**src/rtl/phase_drive_pkg.sv**
```systemverilog
package phase_drive_pkg;

    localparam int DEF_PH_W = 5;
    localparam int NUM_REFS = 2;

    typedef enum logic {
        PICK_A = 1'b0,
        PICK_B = 1'b1
    } ref_pick_e;

    // High for the first half of a 2**w cycle period, starting at the given delay.
    function automatic logic half_wave(input logic [31:0] phase, input logic [31:0] delay, input int w);
        logic [31:0] diff;
        diff = (phase - delay) & ((32'd1 << w) - 32'd1);
        return diff < (32'd1 << (w - 1));
    endfunction

endpackage

```
**src/rtl/phase_drive_counter.sv**
```systemverilog
module phase_drive_counter #(
    parameter int PH_W = 5
) (
    input  logic            clk,
    input  logic            rst,
    output logic [PH_W-1:0] phase_o,
    output logic            last_o
);
    logic [PH_W-1:0] phase_q;

    always_ff @(posedge clk) begin
        if (rst) phase_q <= '0;
        else     phase_q <= phase_q + 1'b1;
    end

    assign phase_o = phase_q;
    assign last_o  = &phase_q;
endmodule

```
**src/rtl/phase_drive_capture.sv**
```systemverilog
module phase_drive_capture
    import phase_drive_pkg::*;
#(
    parameter int PH_W = 5,
    parameter int NREF = NUM_REFS
) (
    input  logic                      clk,
    input  logic                      rst,
    input  logic                      last_i,
    input  logic                      dec_i,
    input  logic [NREF-1:0][PH_W-1:0] ofs_i,
    output ref_pick_e                 pick_o,
    output logic [NREF-1:0][PH_W-1:0] ofs_o
);
    ref_pick_e                 pick_q;
    logic [NREF-1:0][PH_W-1:0] ofs_q;

    always_ff @(posedge clk) begin
        if (rst) begin
            pick_q <= PICK_A;
            ofs_q  <= '0;
        end else if (last_i) begin
            pick_q <= ref_pick_e'(dec_i);
            ofs_q  <= ofs_i;
        end
    end

    assign pick_o = pick_q;
    assign ofs_o  = ofs_q;
endmodule

```
**src/rtl/phase_drive_wave.sv**
```systemverilog
module phase_drive_wave
    import phase_drive_pkg::*;
#(
    parameter int PH_W = 5
) (
    input  logic [PH_W-1:0] phase_i,
    input  logic [PH_W-1:0] delay_i,
    output logic            wave_o
);
    always_comb begin
        wave_o = half_wave(32'(phase_i), 32'(delay_i), PH_W);
    end
endmodule

```
**src/rtl/phase_drive_gen.sv**
```systemverilog
module phase_drive_gen
    import phase_drive_pkg::*;
#(
    parameter int PH_W = DEF_PH_W
) (
    input  logic            clk,
    input  logic            rst,
    input  logic            dec_bit,
    input  logic [PH_W-1:0] ofs_a,
    input  logic [PH_W-1:0] ofs_b,
    output logic            drive_o,
    output logic            ref_a_o,
    output logic            ref_b_o,
    output logic            ref_sel_o,
    output logic            sample_o
);
    localparam int NREF = NUM_REFS;

    logic [PH_W-1:0]           phase;
    logic                      last;
    ref_pick_e                 sel_q;
    logic [NREF-1:0][PH_W-1:0] ofs_in;
    logic [NREF-1:0][PH_W-1:0] ofs_q;
    logic [NREF-1:0]           refs;

    assign ofs_in[0] = ofs_a;
    assign ofs_in[1] = ofs_b;

    phase_drive_counter #(.PH_W(PH_W)) u_cnt (
        .clk     (clk),
        .rst     (rst),
        .phase_o (phase),
        .last_o  (last)
    );

    phase_drive_capture #(.PH_W(PH_W), .NREF(NREF)) u_cap (
        .clk    (clk),
        .rst    (rst),
        .last_i (last),
        .dec_i  (dec_bit),
        .ofs_i  (ofs_in),
        .pick_o (sel_q),
        .ofs_o  (ofs_q)
    );

    phase_drive_wave #(.PH_W(PH_W)) u_drive (
        .phase_i (phase),
        .delay_i ('0),
        .wave_o  (drive_o)
    );

    for (genvar k = 0; k < NREF; k++) begin : g_ref
        phase_drive_wave #(.PH_W(PH_W)) u_ref (
            .phase_i (phase),
            .delay_i (ofs_q[k]),
            .wave_o  (refs[k])
        );
    end

    assign ref_a_o   = refs[0];
    assign ref_b_o   = refs[1];
    assign ref_sel_o = (sel_q == PICK_B) ? refs[1] : refs[0];
    assign sample_o  = last;
endmodule

```
**config.mk**
```make
export PLATFORM = sky130hd
export DESIGN_NAME = phase_drive_gen
export DESIGN_NICKNAME = d
export VERILOG_FILES = /design/src/rtl/phase_drive_pkg.sv /design/src/rtl/phase_drive_counter.sv /design/src/rtl/phase_drive_capture.sv /design/src/rtl/phase_drive_wave.sv /design/src/rtl/phase_drive_gen.sv
export SDC_FILE = /design/constraint.sdc
export NUM_CORES = 1
export LEC_CHECK = 0
export ABC_AREA = 0
export BUFFER_PORTS_ARGS = -buffer_cell sky130_fd_sc_hd__buf_2
export CAP_MARGIN = 30
export CORE_UTILIZATION = 40
export DETAILED_ROUTE_END_ITERATION = 10
export GPL_TIMING_DRIVEN = 0
export HOLD_SLACK_MARGIN = 0.15
export MAX_ROUTING_LAYER = met4
export PLACE_DENSITY = 0.6
export SLEW_MARGIN = 30
export SYNTH_ARGS = -nofsm -noshare
export SYNTH_HDL_FRONTEND = slang
export SYNTH_SLANG_ARGS = --single-unit
```
**constraint.sdc**
```tcl
create_clock -name clk -period 1.9 [get_ports clk]
set_input_delay 0.285 -clock clk [delete_from_list [all_inputs] [get_ports clk]]
set_output_delay 0.285 -clock clk [all_outputs]
set_load 0.005 [all_outputs]
```
Yosys cells after proc, flatten, opt, wreduce, memory -nomap -nowiden
Index checks and enable logic that the tools add are counted.
{"block": "totals", "out_inout_bits": 5, "ff_bits": 16, "elab_cells": 12, "input_bits": 13}
{"block": "op_classes", "reduce_logical": 1, "n_lt_le_gt_ge": 3, "muxes": 1, "add_sub_neg": 3}
{"op": "< comparator 5 bit, second input constant", "count": 3}
{"op": "subtractor 5 bit", "count": 2}
{"op": "adder 5 x 1 -> 5 bit, second input constant", "count": 1}
{"op": "AND reduction 5 bit", "count": 1}
{"op": "2-to-1 mux 1 bit", "count": 1}

Depth between registers and ports, before layout
Gate-level depths: netlist of run 1.
{"block": "depth", "depth_word": 3, "ltp_mapped": 7, "mapped_depth_nobuf": 7}

Modules after synthesis
A second synthesis of run 1 with hierarchy kept.
{"block": "hier_totals", "cells_unflattened": 93, "hier_area_um2": 905.9}
{"module": "phase_drive_capture", "area_each_um2": 386.6, "cells_each": 35, "instances": 1}
{"module": "phase_drive_wave", "area_each_um2": 101.3, "cells_each": 13, "instances": 3}
{"module": "phase_drive_counter", "area_each_um2": 196.4, "cells_each": 17, "instances": 1}
{"module": "phase_drive_gen", "area_each_um2": 18.8, "cells_each": 2, "instances": 1}

Worst setup path before layout of run 1
OpenSTA, ideal clock, no wires.
{"block": "synth_timing", "path_kind": "register to output", "from": "register u_cnt.phase_q[2] (netlist: u_cnt.phase_o[2])", "to": "output ref_sel_o", "path_stages_with_launch": 7, "setup_slack_ns": 0.137, "required_time_ns": 1.615, "t_arrival_ns": 1.478, "path_buffers": 0, "cell_sequence": "dfxtp_1 > ha_1 > or2_1 > a21oi_1 > a211o_1 > nand2_1 > nor4bb_1"}
{"block": "synth_between", "elab_chain_len": 3, "word_cells_on_any_way": 5, "classes_between": "2 x add/sub; 2 x order compare; 1 x mux"}
{"item": "from (decl)", "line": "phase_drive_counter.sv:9", "text": "logic [PH_W-1:0] phase_q;"}
{"item": "from (signal assigned)", "line": "phase_drive_counter.sv:13", "text": "else phase_q <= phase_q + 1'b1;"}
{"item": "subtractor 5 bit", "line": "phase_drive_pkg.sv:14", "text": "diff = (phase - delay) & ((32'd1 << w) - 32'd1);"}
{"item": "< comparator 5 bit", "line": "phase_drive_pkg.sv:15", "text": "return diff < (32'd1 << (w - 1));"}
{"item": "2-to-1 mux 1 bit (*)", "line": "phase_drive_gen.sv:62", "text": "assign ref_sel_o = (sel_q == PICK_B) ? refs[1] : refs[0];"}
{"item": "to (decl)", "line": "phase_drive_gen.sv:14", "text": "output logic ref_sel_o,"}
Mark *: on every way between the ends. The rest lies on a longest branch, timed or not.

Worst setup path after layout of run 1
{"block": "layout_timing", "from": "register u_cap.ofs_q, in the netlist u_cap.ofs_o[1]", "to": "output ref_sel_o"}
{"block": "layout_between", "elab_chain_len": 3}
{"item": "from (decl)", "line": "phase_drive_capture.sv:16", "text": "logic [NREF-1:0][PH_W-1:0] ofs_q;"}
{"item": "from (signal assigned)", "line": "phase_drive_capture.sv:24", "text": "ofs_q <= ofs_i;"}
{"item": "subtractor 5 bit", "line": "phase_drive_pkg.sv:14"}
{"item": "< comparator 5 bit", "line": "phase_drive_pkg.sv:15"}
{"item": "2-to-1 mux 1 bit", "line": "phase_drive_gen.sv:62"}
Every way passes these cells.

==> results of run 1 <==
[power by group through the flow]
stage          logic, uW  registers (uW)  clock network, uW
2_1_floorplan       68.3             354                  0
3_3_place_gp        96.7             356                  0
3_5_place_dp        98.5             356                  0
4_1_cts              118             350                238
5_1_grt              138             351                252
6_report             122             350                231
[layer usage]
| layer | vias up | GRT usage, % | share of wire [%] |
|---|---|---|---|
| met5 | - | - | 0 |
| met4 | 0 | 2.86 | 0.58 |
| met3 | 2 | 4.67 | 3.7 |
| met2 | 13 | 27.9 | 47 |
| met1 | 320 | 20.3 | 49 |
| li1 | 361 | - | - |
[registers in the layout, summed over array words and instances (netlist names)]
signal         cells
u_cap.ofs_o       10
u_cap.pick_o       1
u_cnt.phase_o      5
[how the worst max path moves through the flow]
stage                     end
global placement    ref_sel_o
CTS                 ref_sel_o
detailed placement  ref_sel_o
finish              ref_sel_o
global route        ref_sel_o
floorplan           ref_sel_o
[critical path, stage by stage, from the launching register on]
cell	delay, ps
sky130_fd_sc_hd__dfxtp_2	340
sky130_fd_sc_hd__inv_2	40
sky130_fd_sc_hd__ha_4	230
sky130_fd_sc_hd__a2111oi_4	350
sky130_fd_sc_hd__nor3_4	90
sky130_fd_sc_hd__nand4b_1	110
sky130_fd_sc_hd__nor4bb_2	270
sky130_fd_sc_hd__buf_2	150
[kinds of logic after synthesis]
logic type | share of synthesized area [%]
multiplexers | 12.2
buffers and inverters | 3.89
XOR/XNOR | 5.84
AND/OR/NAND/NOR | 22.4
AO/OA/AOI/OAI | 8.90
flip-flops | 35.6
adder cells (fa/ha/maj) | 11.1
[final cells by class]
class                      count  share of cell area, %
timing repair buffer          19                   8.63
tap                           27                   2.91
clock buffer                   4                   3.13
sequential                    16                   28.7
inverter                       7                   2.27
buffer                         2                  0.755
multi-input combinational     67                   53.6
[per-stage QoR]
step / power (uW) / area [um^2] / hold WS [ps] / setup slack (ps) / util (%)
floorplan: 422 / 900 / 357 / 137 / -
global placement: 453 / 1020 / 475 / -59.6 / 49.9
detailed placement: 454 / 1020 / 489 / -57.6 / 49.9
CTS: 706 / 1130 / 216 / -294 / 55.5
global route: 741 / 1160 / 222 / -384 / 56.8
finish: 703 / 1160 / 216 / -255 / 56.8
[placed cells by master (no fill, tap or decap), types with 2 or more instances in the layout]
cell / count
sky130_fd_sc_hd__clkbuf_4: 3
sky130_fd_sc_hd__dfxtp_4: 2
sky130_fd_sc_hd__ha_1: 4
sky130_fd_sc_hd__dfxtp_1: 10
sky130_fd_sc_hd__xor2_1: 3
sky130_fd_sc_hd__inv_2: 3
sky130_fd_sc_hd__inv_1: 3
sky130_fd_sc_hd__nand3b_1: 2
sky130_fd_sc_hd__nor2b_1: 2
sky130_fd_sc_hd__buf_4: 2
sky130_fd_sc_hd__xnor2_1: 3
sky130_fd_sc_hd__ha_4: 4
sky130_fd_sc_hd__and3_1: 2
sky130_fd_sc_hd__nor3_4: 2
sky130_fd_sc_hd__a2111oi_4: 2
sky130_fd_sc_hd__buf_2: 18
sky130_fd_sc_hd__nand3_1: 3
sky130_fd_sc_hd__nand2_1: 2
sky130_fd_sc_hd__dfxtp_2: 4
sky130_fd_sc_hd__nand2b_4: 2
sky130_fd_sc_hd__mux2i_1: 11
sky130_fd_sc_hd__nor2_1: 17
[what timing repair did]
| action | CTS | global route |
|---|---|---|
| cloned | 0 | 0 |
| hold buffers | 0 | 0 |
| pin swaps | 12 | 12 |
| endpoints found under the hold margin | 0 | 0 |
| gates resized for setup | 15 | 6 |
| buffers inserted | 2 | 0 |
| setup endpoints to repair | 3 | 3 |
==> impl_results.html, run 1 <==
<table>
<tr><th>Metric</th><th>Value</th></tr>
<tr><th colspan="2">Outcome</th></tr>
<tr><td>Outcome</td><td>finished with violations</td></tr>
<tr><td>Failing checks</td><td>setup timing</td></tr>
<tr><th colspan="2">Job</th></tr>
<tr><td>Max_cap viols</td><td>0</td></tr>
<tr><th colspan="2">Worst setup path</th></tr>
<tr><td>Element type at the critical path end</td><td>primary output</td></tr>
<tr><td>Kind of critical path</td><td>flip-flop to primary output</td></tr>
<tr><td>Number of cell instances on the worst register-to-register path</td><td>7</td></tr>
<tr><td>Critical Path Fanout Max</td><td>4</td></tr>
<tr><td>Critical path launch point type</td><td>flip-flop</td></tr>
<tr><td>Terminus of the critical flop-to-flop path</td><td>u_cap.ofs_o[3]$_SDFFE_PP0P_</td></tr>
<tr><td>Data required time of the critical path</td><td>1620 ps</td></tr>
<tr><td>Beginning of the critical path</td><td>u_cap.ofs_o[1]$_SDFFE_PP0P_</td></tr>
<tr><td>Critical Path AT</td><td>1870 ps</td></tr>
<tr><td>Reg-to-Reg Start</td><td>u_cnt.phase_o[1]$_SDFF_PP0_</td></tr>
<tr><td>Slack of the worst reg-to-reg path</td><td>130 ps</td></tr>
<tr><th colspan="2">Synthesis</th></tr>
<tr><td>Mean post-synth cell area</td><td>9.78 um^2</td></tr>
<tr><td>Share of the synthesized area in the top cell type</td><td>35.6%</td></tr>
<tr><td>Count of different cell masters after synthesis</td><td>26</td></tr>
<tr><td>Post-synthesis cell area</td><td>900 um^2</td></tr>
<tr><td>Total of warnings raised by yosys</td><td>0</td></tr>
<tr><td>Cell types with the highest counts after synthesis</td><td>17 x sky130_fd_sc_hd__nor2_1, 16 x sky130_fd_sc_hd__dfxtp_1, 11 x sky130_fd_sc_hd__mux2i_1, 8 x sky130_fd_sc_hd__ha_1, 6 x sky130_fd_sc_hd__inv_1</td></tr>
<tr><td>Number of instances in the synthesized netlist</td><td>92</td></tr>
<tr><td>Most frequent cell after synthesis</td><td>sky130_fd_sc_hd__nor2_1</td></tr>
<tr><td>Library cell with the largest summed area after synthesis</td><td>sky130_fd_sc_hd__dfxtp_1</td></tr>
<tr><td>Largest cells by area after synthesis</td><td>sky130_fd_sc_hd__dfxtp_1 36%, sky130_fd_sc_hd__mux2i_1 12%, sky130_fd_sc_hd__ha_1 11%</td></tr>
<tr><td>Leading register cell type out of synthesis</td><td>sky130_fd_sc_hd__dfxtp_1</td></tr>
<tr><td>Fraction of the yosys area taken by sequential cells</td><td>35.6%</td></tr>
<tr><td>Post-synthesis sequential element count</td><td>16</td></tr>
<tr><td>Asr flop ratio synth</td><td>0%</td></tr>
<tr><td>Post-synthesis net count</td><td>113</td></tr>
<tr><td>Number of enable-type register cells in the synthesized netlist</td><td>0</td></tr>
<tr><th colspan="2">Global route</th></tr>
<tr><td>Global-route wire length before repair</td><td>2990 um</td></tr>
<tr><td>Via count of the first global-routing pass</td><td>673</td></tr>
<tr><td>Aggregate global routing overflow</td><td>0</td></tr>
<tr><td>Initial antenna violation count</td><td>0</td></tr>
<tr><td>Pin count of the biggest net entering global routing</td><td>11</td></tr>
<tr><td>Global routing usage summed across all routing layers</td><td>16.7%</td></tr>
<tr><th colspan="2">Floorplanning</th></tr>
<tr><td>Die boundary height</td><td>49.4 um</td></tr>
<tr><td>Area of the placeable core</td><td>2040 um^2</td></tr>
<tr><td>Die outline area</td><td>2440 um^2</td></tr>
<tr><td>Initial core utilization</td><td>44.1%</td></tr>
<tr><td>I/O pin count</td><td>18</td></tr>
<tr><td>Width of the die</td><td>49.4 um</td></tr>
<tr><td>Std-Cell Rows</td><td>16</td></tr>
<tr><th colspan="2">Timing</th></tr>
<tr><td># setup viols final</td><td>3</td></tr>
<tr><td>Highest Clock Rate</td><td>464 MHz</td></tr>
<tr><td>Post-route clock period utilization</td><td>113%</td></tr>
<tr><td>Least setup slack across all paths after layout</td><td>-255 ps</td></tr>
<tr><td>Hold Fails Final Rpt</td><td>0</td></tr>
<tr><td>Min Clock Period, post-route</td><td>2150 ps</td></tr>
<tr><td>Unrepaired setup endpoints after global routing</td><td>yes</td></tr>
<tr><td>Setup total negative slack</td><td>-586 ps</td></tr>
<tr><td>Tightest slew margin relative to the limit</td><td>68.2%</td></tr>
<tr><td>Final clock skew</td><td>4.76 ps</td></tr>
<tr><td>Number of slew-limit violations in the final report</td><td>0</td></tr>
<tr><td>Worst-Margin Slew</td><td>478 ps</td></tr>
<tr><th colspan="2">Detailed routing</th></tr>
<tr><td>WL/cell</td><td>12.0 um</td></tr>
<tr><td>Residual antenna-violating net count after detailed routing</td><td>0</td></tr>
<tr><td>Drt pass-1 iters</td><td>4</td></tr>
<tr><td>Vias after detailed routing</td><td>696</td></tr>
<tr><td>Post-detailed-route via-to-cell ratio</td><td>4.90</td></tr>
<tr><td>Drc violations</td><td>0</td></tr>
<tr><td>Routed Wire Length</td><td>1710 um</td></tr>
<tr><td>Initial DRC Count</td><td>7</td></tr>
<tr><th colspan="2">Min path</th></tr>
<tr><td>Worst Hold Endpoint</td><td>u_cap.ofs_o[0]$_SDFFE_PP0P_</td></tr>
<tr><td>Startpoint of the lowest-slack hold path</td><td>ofs_a[0]</td></tr>
<tr><td>Class of the tightest hold or removal check</td><td>primary input to flip-flop</td></tr>
<tr><td>Number of cells on the worst hold path</td><td>3</td></tr>
<tr><th colspan="2">Final layout</th></tr>
<tr><td>Non-filler instance count after layout</td><td>142</td></tr>
<tr><td>Area grow syn2layout</td><td>28.9%</td></tr>
<tr><td>Ratio of cells with drive above 1 in the final layout</td><td>39.1%</td></tr>
<tr><td>Antenna cells</td><td>0</td></tr>
<tr><td>Final-layout fill cell count</td><td>193</td></tr>
<tr><td>Flip-flop and latch area</td><td>333 um^2</td></tr>
<tr><td>Final net count</td><td>137</td></tr>
<tr><td>Area taken by multi-input logic gates</td><td>622 um^2</td></tr>
<tr><th colspan="2">Pwr</th></tr>
<tr><td>Power per cell area</td><td>606 nW/um^2</td></tr>
<tr><td>Sequential fraction of design power</td><td>49.8%</td></tr>
<tr><td>Max VDD drop</td><td>0.569 mV</td></tr>
<tr><td>Switching power of the nets</td><td>173 uW</td></tr>
<tr><td>Cell internal pwr</td><td>529 uW</td></tr>
<tr><td>Clock share of power</td><td>32.8%</td></tr>
<tr><td>Logic gate share of total power</td><td>17.4%</td></tr>
<tr><td>Switching part of the total</td><td>24.7%</td></tr>
<tr><td>P_leak</td><td>0.000440 uW</td></tr>
<tr><th colspan="2">Placement</th></tr>
<tr><td>Half-perimeter wire length of the detailed placement result</td><td>1140 um</td></tr>
<tr><td>Routability Congestion</td><td>0.765</td></tr>
<tr><td>Post-Place Cells</td><td>136</td></tr>
<tr><td>Number of port buffers</td><td>17</td></tr>
<tr><th colspan="2">Clock tree</th></tr>
<tr><td>Worst skew pair latency</td><td>290 ps</td></tr>
<tr><td>Buffer type at the clock tree root</td><td>sky130_fd_sc_hd__clkbuf_4</td></tr>
<tr><td>Number of buffers on the longest clock path</td><td>2</td></tr>
<tr><td>Number of buffers created by CTS</td><td>3</td></tr>
<tr><td>Sink count of the clock tree</td><td>16</td></tr>
<tr><td>Clk pin slew, worst setup/hold paths</td><td>100 ps</td></tr>
<tr><td>H-tree depth reported by CTS</td><td>1</td></tr>
<tr><td>CTS tree</td><td>done</td></tr>
</table>
Note: power is estimated with default switching activity, not from simulation.
==> inputs of run 2 (changes only) <==
CORE_UTILIZATION = 52   (was 40)
PLACE_DENSITY = 0.75   (was 0.6)
==> impl_results.html, run 2 (synthesis results as in run 1) <==
<table>
<tr><th>Metric</th><th>Value</th></tr>
<tr><th colspan="2">Outcome</th></tr>
<tr><td>Outcome</td><td>finished with violations</td></tr>
<tr><td>Failing checks</td><td>setup timing</td></tr>
<tr><th colspan="2">Timing</th></tr>
<tr><td>Worst-Margin Slew</td><td>441 ps</td></tr>
<tr><td># setup viols final</td><td>3</td></tr>
<tr><td>Setup total negative slack</td><td>-612 ps</td></tr>
<tr><td>Highest Clock Rate</td><td>464 MHz</td></tr>
<tr><td>Unrepaired setup endpoints after global routing</td><td>yes</td></tr>
<tr><td>Min Clock Period, post-route</td><td>2150 ps</td></tr>
<tr><td>Post-route clock period utilization</td><td>113%</td></tr>
<tr><td>Least setup slack across all paths after layout</td><td>-254 ps</td></tr>
<tr><td>Tightest slew margin relative to the limit</td><td>70.6%</td></tr>
<tr><td>Final clock skew</td><td>6.22 ps</td></tr>
<tr><td>Number of slew-limit violations in the final report</td><td>0</td></tr>
<tr><td>Worst hold slack</td><td>229 ps</td></tr>
<tr><td>Hold Fails Final Rpt</td><td>0</td></tr>
<tr><th colspan="2">Min path</th></tr>
<tr><td>Class of the tightest hold or removal check</td><td>primary input to flip-flop</td></tr>
<tr><th colspan="2">Worst setup path</th></tr>
<tr><td>Element type at the critical path end</td><td>primary output</td></tr>
<tr><td>Worst Path Buf+Inv</td><td>2</td></tr>
<tr><td>Critical Path Fanout Max</td><td>4</td></tr>
<tr><td>Cell type of the slowest stage on the worst timing path</td><td>sky130_fd_sc_hd__dfxtp_4</td></tr>
<tr><td>Critical path launch point type</td><td>flip-flop</td></tr>
<tr><td>Cell chain of the critical path</td><td>ha_4 -&gt; or2_1 -&gt; a21oi_2 -&gt; buf_4 -&gt; nor2_1 -&gt; xor2_1 -&gt; xnor2_1 -&gt; buf_2</td></tr>
<tr><td>Critical Path AT</td><td>1870 ps</td></tr>
<tr><td>Max stage delay on crit path</td><td>380 ps</td></tr>
<tr><td>Data required time of the critical path</td><td>1620 ps</td></tr>
<tr><td>Kind of critical path</td><td>flip-flop to primary output</td></tr>
<tr><td>Cell family with most CP delay</td><td>flip-flops</td></tr>
<tr><td>Slack of the worst reg-to-reg path</td><td>160 ps</td></tr>
<tr><th colspan="2">Placement</th></tr>
<tr><td>Half-perimeter wire length of the detailed placement result</td><td>1200 um</td></tr>
<tr><td>Post-detailed-placement cell area</td><td>1000 um^2</td></tr>
<tr><td>Post-place setup slack</td><td>-78.1 ps</td></tr>
<tr><td>Number of port buffers</td><td>17</td></tr>
<tr><td>Routability Congestion</td><td>0.799</td></tr>
<tr><th colspan="2">Job</th></tr>
<tr><td>Max_cap viols</td><td>0</td></tr>
<tr><th colspan="2">Global route</th></tr>
<tr><td>Initial antenna violation count</td><td>0</td></tr>
<tr><td>Aggregate global routing overflow</td><td>0</td></tr>
<tr><td>Global routing usage summed across all routing layers</td><td>20.9%</td></tr>
<tr><td>Pin count of the biggest net entering global routing</td><td>11</td></tr>
<tr><td>Via count of the first global-routing pass</td><td>679</td></tr>
<tr><td>Global-route wire length before repair</td><td>2820 um</td></tr>
<tr><th colspan="2">Final layout</th></tr>
<tr><td>Post-route design area</td><td>1120 um^2</td></tr>
<tr><td>Final-layout fill cell count</td><td>132</td></tr>
<tr><td>Flip-flop count of the largest register, all copies and words added</td><td>10</td></tr>
<tr><td>Final net count</td><td>137</td></tr>
<tr><td>Most frequent cells in the layout</td><td>18 x sky130_fd_sc_hd__buf_2, 17 x sky130_fd_sc_hd__nor2_1, 11 x sky130_fd_sc_hd__mux2i_1, 9 x sky130_fd_sc_hd__dfxtp_1, 5 x sky130_fd_sc_hd__dfxtp_2</td></tr>
<tr><td>Antenna cells</td><td>0</td></tr>
<tr><td>Leading cell type in the layout, fill and taps excluded</td><td>sky130_fd_sc_hd__buf_2</td></tr>
<tr><td>Ratio of cells with drive above 1 in the final layout</td><td>38.6%</td></tr>
<tr><td>Area grow syn2layout</td><td>24.2%</td></tr>
<tr><th colspan="2">Floorplanning</th></tr>
<tr><td>Initial core utilization</td><td>57.7%</td></tr>
<tr><td>Width of the die</td><td>43.6 um</td></tr>
<tr><td>Std-Cell Rows</td><td>14</td></tr>
<tr><td>I/O pin count</td><td>18</td></tr>
<tr><td>Die boundary height</td><td>43.6 um</td></tr>
<tr><td>Area of the placeable core</td><td>1560 um^2</td></tr>
<tr><td>Die outline area</td><td>1900 um^2</td></tr>
<tr><th colspan="2">Clock tree</th></tr>
<tr><td>Sink count of the clock tree</td><td>16</td></tr>
<tr><td>H-tree depth reported by CTS</td><td>1</td></tr>
<tr><td>CTS tree</td><td>done</td></tr>
<tr><td>Clk pin slew, worst setup/hold paths</td><td>90 ps</td></tr>
<tr><td>Number of buffers created by CTS</td><td>3</td></tr>
<tr><td>Worst skew pair latency</td><td>290 ps</td></tr>
<tr><td>Buffer type at the clock tree root</td><td>sky130_fd_sc_hd__clkbuf_4</td></tr>
<tr><td>Number of buffers on the longest clock path</td><td>2</td></tr>
<tr><th colspan="2">Pwr</th></tr>
<tr><td>Max VDD drop</td><td>0.387 mV</td></tr>
<tr><td>P_leak</td><td>0.000430 uW</td></tr>
<tr><td>Power per cell area</td><td>576 nW/um^2</td></tr>
<tr><th colspan="2">Detailed routing</th></tr>
<tr><td>Initial DRC Count</td><td>8</td></tr>
<tr><td>WL/cell</td><td>12.4 um</td></tr>
<tr><td>Routed Wire Length</td><td>1610 um</td></tr>
<tr><td>Vias after detailed routing</td><td>696</td></tr>
<tr><td>Drc violations</td><td>0</td></tr>
<tr><td>Post-detailed-route via-to-cell ratio</td><td>5.35</td></tr>
<tr><td>Drt pass-1 iters</td><td>4</td></tr>
<tr><td>Residual antenna-violating net count after detailed routing</td><td>0</td></tr>
</table>
==> run 2: changes by cell type in the layout (fill, tap and decap cells not counted) <==
cell                       change
sky130_fd_sc_hd__dfxtp_2       +1
sky130_fd_sc_hd__ha_4          -1
sky130_fd_sc_hd__ha_2          +1
sky130_fd_sc_hd__dfxtp_1       -1
sky130_fd_sc_hd__nor4bb_1      +1
sky130_fd_sc_hd__nor4bb_2      -1
sky130_fd_sc_hd__clkbuf_8      -1
==> run 2: layout make-up <==
| type | count | area [um^2] | area share, % |
|---|---|---|---|
| multi-input cells | 67 | 606 | 54.2 |
| repair buffers | 19 | 100 | 8.96 |
| flip-flops and latches | 16 | 334 | 29.9 |
| inverters | 7 | 26.3 | 2.35 |
| plain buffers | 2 | 8.76 | 0.784 |
| clock buffers | 3 | 22.5 | 2.02 |
| well taps | 16 | 20.0 | 1.79 |
==> run 2: through the flow <==
| step | total power (uW) | cells | utilization [%] |
|---|---|---|---|
| 6_report | 644 | 130 | 71.7 |
| 5_1_grt | 676 | 130 | 71.7 |
| 4_1_cts | 647 | 129 | 70.1 |
| 3_5_place_dp | 455 | 125 | 64.4 |
| 3_3_place_gp | 452 | 125 | 64.4 |
| 2_1_floorplan | 422 | 92 | - |
==> run 2: worst paths after layout <==
kind                                    start                           to  cells after the start
setup reg to reg  u_cnt.phase_o[0]$_SDFF_PP0_  u_cap.ofs_o[0]$_SDFFE_PP0P_                      6
setup / recovery  u_cnt.phase_o[2]$_SDFF_PP0_                      ref_b_o                      8
hold reg to reg   u_cap.ofs_o[3]$_SDFFE_PP0P_  u_cap.ofs_o[3]$_SDFFE_PP0P_                      2
hold / removal                       ofs_b[2]  u_cap.ofs_o[7]$_SDFFE_PP0P_                      3
==> run 2: worst reg2reg max path, cell delays in order (launching register included) <==
cell,delay [ps]
sky130_fd_sc_hd__dfxtp_1,420
sky130_fd_sc_hd__ha_1,210
sky130_fd_sc_hd__and3_1,160
sky130_fd_sc_hd__ha_1,190
sky130_fd_sc_hd__buf_2,320
sky130_fd_sc_hd__mux2i_1,260
sky130_fd_sc_hd__nor2_1,50
==> run 2: power by group <==
| part | internal (uW) | switching (uW) |
|---|---|---|
| combinational | 69.1 | 48.2 |
| clock | 73.8 | 102 |
| sequential | 340 | 10.0 |
| total | 483 | 160 |
==> run 2: layer usage <==
| metal | global-route usage, % | vias up | wire length [um] |
|---|---|---|---|
| met4 | 7.50 | 0 | 17 |
| li1 | - | 361 | - |
| met5 | - | - | 0 |
| met3 | 5.42 | 4 | 87 |
| met1 | 23.8 | 315 | 708 |
| met2 | 34.9 | 16 | 800 |
==> run 2: what timing repair did <==
item,4_1_cts,5_1_grt
resized for setup,16,4
hold buffers,0,0
endpoints found under the setup margin,3,3
pin swaps,8,6
buffers inserted,1,1
==> inputs of run 3 (changes only) <==
BUFFER_PORTS_ARGS = -buffer_cell sky130_fd_sc_hd__clkbuf_2   (was -buffer_cell sky130_fd_sc_hd__buf_2)
==> impl_results.html, run 3 (synthesis results as in run 1) <==
<table>
<tr><th>Metric</th><th>Value</th></tr>
<tr><th colspan="2">Placement</th></tr>
<tr><td>Number of port buffers</td><td>17</td></tr>
<tr><td>Routability Congestion</td><td>0.795</td></tr>
<tr><td>Half-perimeter wire length of the detailed placement result</td><td>1110 um</td></tr>
<tr><th colspan="2">Clock tree</th></tr>
<tr><td>H-tree depth reported by CTS</td><td>1</td></tr>
<tr><td>Sink count of the clock tree</td><td>16</td></tr>
<tr><td>Number of hold buffers added after CTS</td><td>0</td></tr>
<tr><td>Clk pin slew, worst setup/hold paths</td><td>100 ps</td></tr>
<tr><td>Worst skew pair latency</td><td>290 ps</td></tr>
<tr><td>Number of buffers created by CTS</td><td>3</td></tr>
<tr><td>Buffer type at the clock tree root</td><td>sky130_fd_sc_hd__clkbuf_4</td></tr>
<tr><td>CTS tree</td><td>done</td></tr>
<tr><td>Number of buffers on the longest clock path</td><td>2</td></tr>
<tr><th colspan="2">Pwr</th></tr>
<tr><td>Power per cell area</td><td>616 nW/um^2</td></tr>
<tr><td>Sum of internal, switching and leakage power</td><td>706 uW</td></tr>
<tr><td>Max VDD drop</td><td>0.470 mV</td></tr>
<tr><td>P_leak</td><td>0.000452 uW</td></tr>
<tr><th colspan="2">Floorplanning</th></tr>
<tr><td>Std-Cell Rows</td><td>14</td></tr>
<tr><td>Area of the placeable core</td><td>1560 um^2</td></tr>
<tr><td>Initial core utilization</td><td>57.7%</td></tr>
<tr><td>Width of the die</td><td>43.6 um</td></tr>
<tr><td>Die outline area</td><td>1900 um^2</td></tr>
<tr><td>Die boundary height</td><td>43.6 um</td></tr>
<tr><td>I/O pin count</td><td>18</td></tr>
<tr><th colspan="2">Timing</th></tr>
<tr><td>Least setup slack across all paths after layout</td><td>-324 ps</td></tr>
<tr><td>Tightest slew margin relative to the limit</td><td>67.6%</td></tr>
<tr><td>Unrepaired setup endpoints after global routing</td><td>yes</td></tr>
<tr><td>Min Clock Period, post-route</td><td>2220 ps</td></tr>
<tr><td>Worst-Margin Slew</td><td>486 ps</td></tr>
<tr><td>Final clock skew</td><td>4.76 ps</td></tr>
<tr><td># setup viols final</td><td>3</td></tr>
<tr><td>Highest Clock Rate</td><td>450 MHz</td></tr>
<tr><td>Hold Fails Final Rpt</td><td>0</td></tr>
<tr><td>Post-route clock period utilization</td><td>117%</td></tr>
<tr><td>Number of slew-limit violations in the final report</td><td>0</td></tr>
<tr><th colspan="2">Global route</th></tr>
<tr><td>Global-route wire length before repair</td><td>2790 um</td></tr>
<tr><td>Initial antenna violation count</td><td>0</td></tr>
<tr><td>Via count of the first global-routing pass</td><td>625</td></tr>
<tr><td>Pin count of the biggest net entering global routing</td><td>11</td></tr>
<tr><td>Global routing usage summed across all routing layers</td><td>21.0%</td></tr>
<tr><td>Aggregate global routing overflow</td><td>0</td></tr>
<tr><th colspan="2">Detailed routing</th></tr>
<tr><td>Residual antenna-violating net count after detailed routing</td><td>0</td></tr>
<tr><td>Vias after detailed routing</td><td>706</td></tr>
<tr><td>Drt pass-1 iters</td><td>4</td></tr>
<tr><td>Initial DRC Count</td><td>23</td></tr>
<tr><td>Drc violations</td><td>0</td></tr>
<tr><td>Post-detailed-route via-to-cell ratio</td><td>5.35</td></tr>
<tr><td>Routed Wire Length</td><td>1700 um</td></tr>
<tr><td>WL/cell</td><td>12.9 um</td></tr>
<tr><th colspan="2">Outcome</th></tr>
<tr><td>Failing checks</td><td>setup timing</td></tr>
<tr><td>Outcome</td><td>finished with violations</td></tr>
<tr><th colspan="2">Final layout</th></tr>
<tr><td>Antenna cells</td><td>0</td></tr>
<tr><td>Ratio of cells with drive above 1 in the final layout</td><td>37.1%</td></tr>
<tr><td>Area grow syn2layout</td><td>27.4%</td></tr>
<tr><td>Leading cell type in the layout, fill and taps excluded</td><td>sky130_fd_sc_hd__nor2_1</td></tr>
<tr><td>Most frequent cells in the layout</td><td>17 x sky130_fd_sc_hd__nor2_1, 14 x sky130_fd_sc_hd__clkbuf_2, 12 x sky130_fd_sc_hd__dfxtp_1, 11 x sky130_fd_sc_hd__mux2i_1</td></tr>
<tr><td>Flip-flop count of the largest register, all copies and words added</td><td>10</td></tr>
<tr><td>Share of the core filled with cells in the final layout</td><td>73.5%</td></tr>
<tr><td>Final net count</td><td>138</td></tr>
<tr><th colspan="2">Worst setup path</th></tr>
<tr><td>Critical Path AT</td><td>1940 ps</td></tr>
<tr><td>Kind of critical path</td><td>flip-flop to primary output</td></tr>
<tr><td>Element type at the critical path end</td><td>primary output</td></tr>
<tr><td>Cell family with most CP delay</td><td>simple AND/OR/NAND/NOR gates</td></tr>
<tr><td>Max stage delay on crit path</td><td>410 ps</td></tr>
<tr><td>Critical Path Fanout Max</td><td>4</td></tr>
<tr><td>Data required time of the critical path</td><td>1620 ps</td></tr>
<tr><td>Cell type of the slowest stage on the worst timing path</td><td>sky130_fd_sc_hd__a2111oi_4</td></tr>
<tr><td>Worst Path Buf+Inv</td><td>2</td></tr>
<tr><td>Cell chain of the critical path</td><td>inv_2 -&gt; ha_4 -&gt; a2111oi_4 -&gt; nor3_4 -&gt; nand4b_1 -&gt; nor4bb_4 -&gt; buf_2</td></tr>
<tr><td>Critical path launch point type</td><td>flip-flop</td></tr>
<tr><th colspan="2">Min path</th></tr>
<tr><td>Class of the tightest hold or removal check</td><td>primary input to flip-flop</td></tr>
<tr><th colspan="2">Job</th></tr>
<tr><td>Max_cap viols</td><td>0</td></tr>
</table>
==> run 3: path summary, 6_finish.rpt <==
path / to / slack (ps) / cells after the start / start
max: ref_sel_o / -320 / 7 / u_cap.ofs_o[1]$_SDFFE_PP0P_
min: u_cap.ofs_o[3]$_SDFFE_PP0P_ / 220 / 3 / ofs_a[3]
max reg2reg: u_cap.ofs_o[8]$_SDFFE_PP0P_ / 160 / 6 / u_cnt.phase_o[0]$_SDFF_PP0_
min reg2reg: u_cap.ofs_o[3]$_SDFFE_PP0P_ / 500 / 2 / u_cap.ofs_o[3]$_SDFFE_PP0P_
==> run 3: power by group <==
group / internal, uW / total [uW] / switching [uW]
Combinational: 74.9 / 128 / 53.1
Clock: 117 / 227 / 111
Sequential: 341 / 350 / 9.94
Total: 532 / 706 / 174
==> run 3: layout make-up <==
cell class                 count  area [um^2]
timing repair buffer          20          108
multi-input combinational     67          614
tap                           16         20.0
clock buffer                   4         36.3
buffer                         2         11.3
fill                         117          413
inverter                       7         26.3
sequential                    16          330
==> run 3: repair_timing <==
action,CTS,global route
endpoints found under the setup margin,3,11
pin swaps,9,9
gates resized for setup,12,9
setup buffers,3,0
==> run 3: worst min-delay path, cell delays in order <==
cell and delay, ps:
sky130_fd_sc_hd__clkbuf_2 70, sky130_fd_sc_hd__mux2i_1 50, sky130_fd_sc_hd__nor2_1 70
==> run 3: metal layers <==
metal	global-route usage (%)	wire, um
met1	26.9	788
met2	31.0	793
met3	5.83	78
met4	8.75	40
met5	-	0
==> run 3: through the flow <==
stage	hold WS, ps	area (um^2)	cells	setup WS (ps)	TNS [ps]
CTS	224	1120	132	-295	-701
detailed placement	483	1000	125	-82.9	-83.9
global placement	475	1000	125	-55.5	-55.5
finish	223	1150	132	-324	-726
global route	223	1150	132	-431	-1030
floorplan	357	900	92	137	0
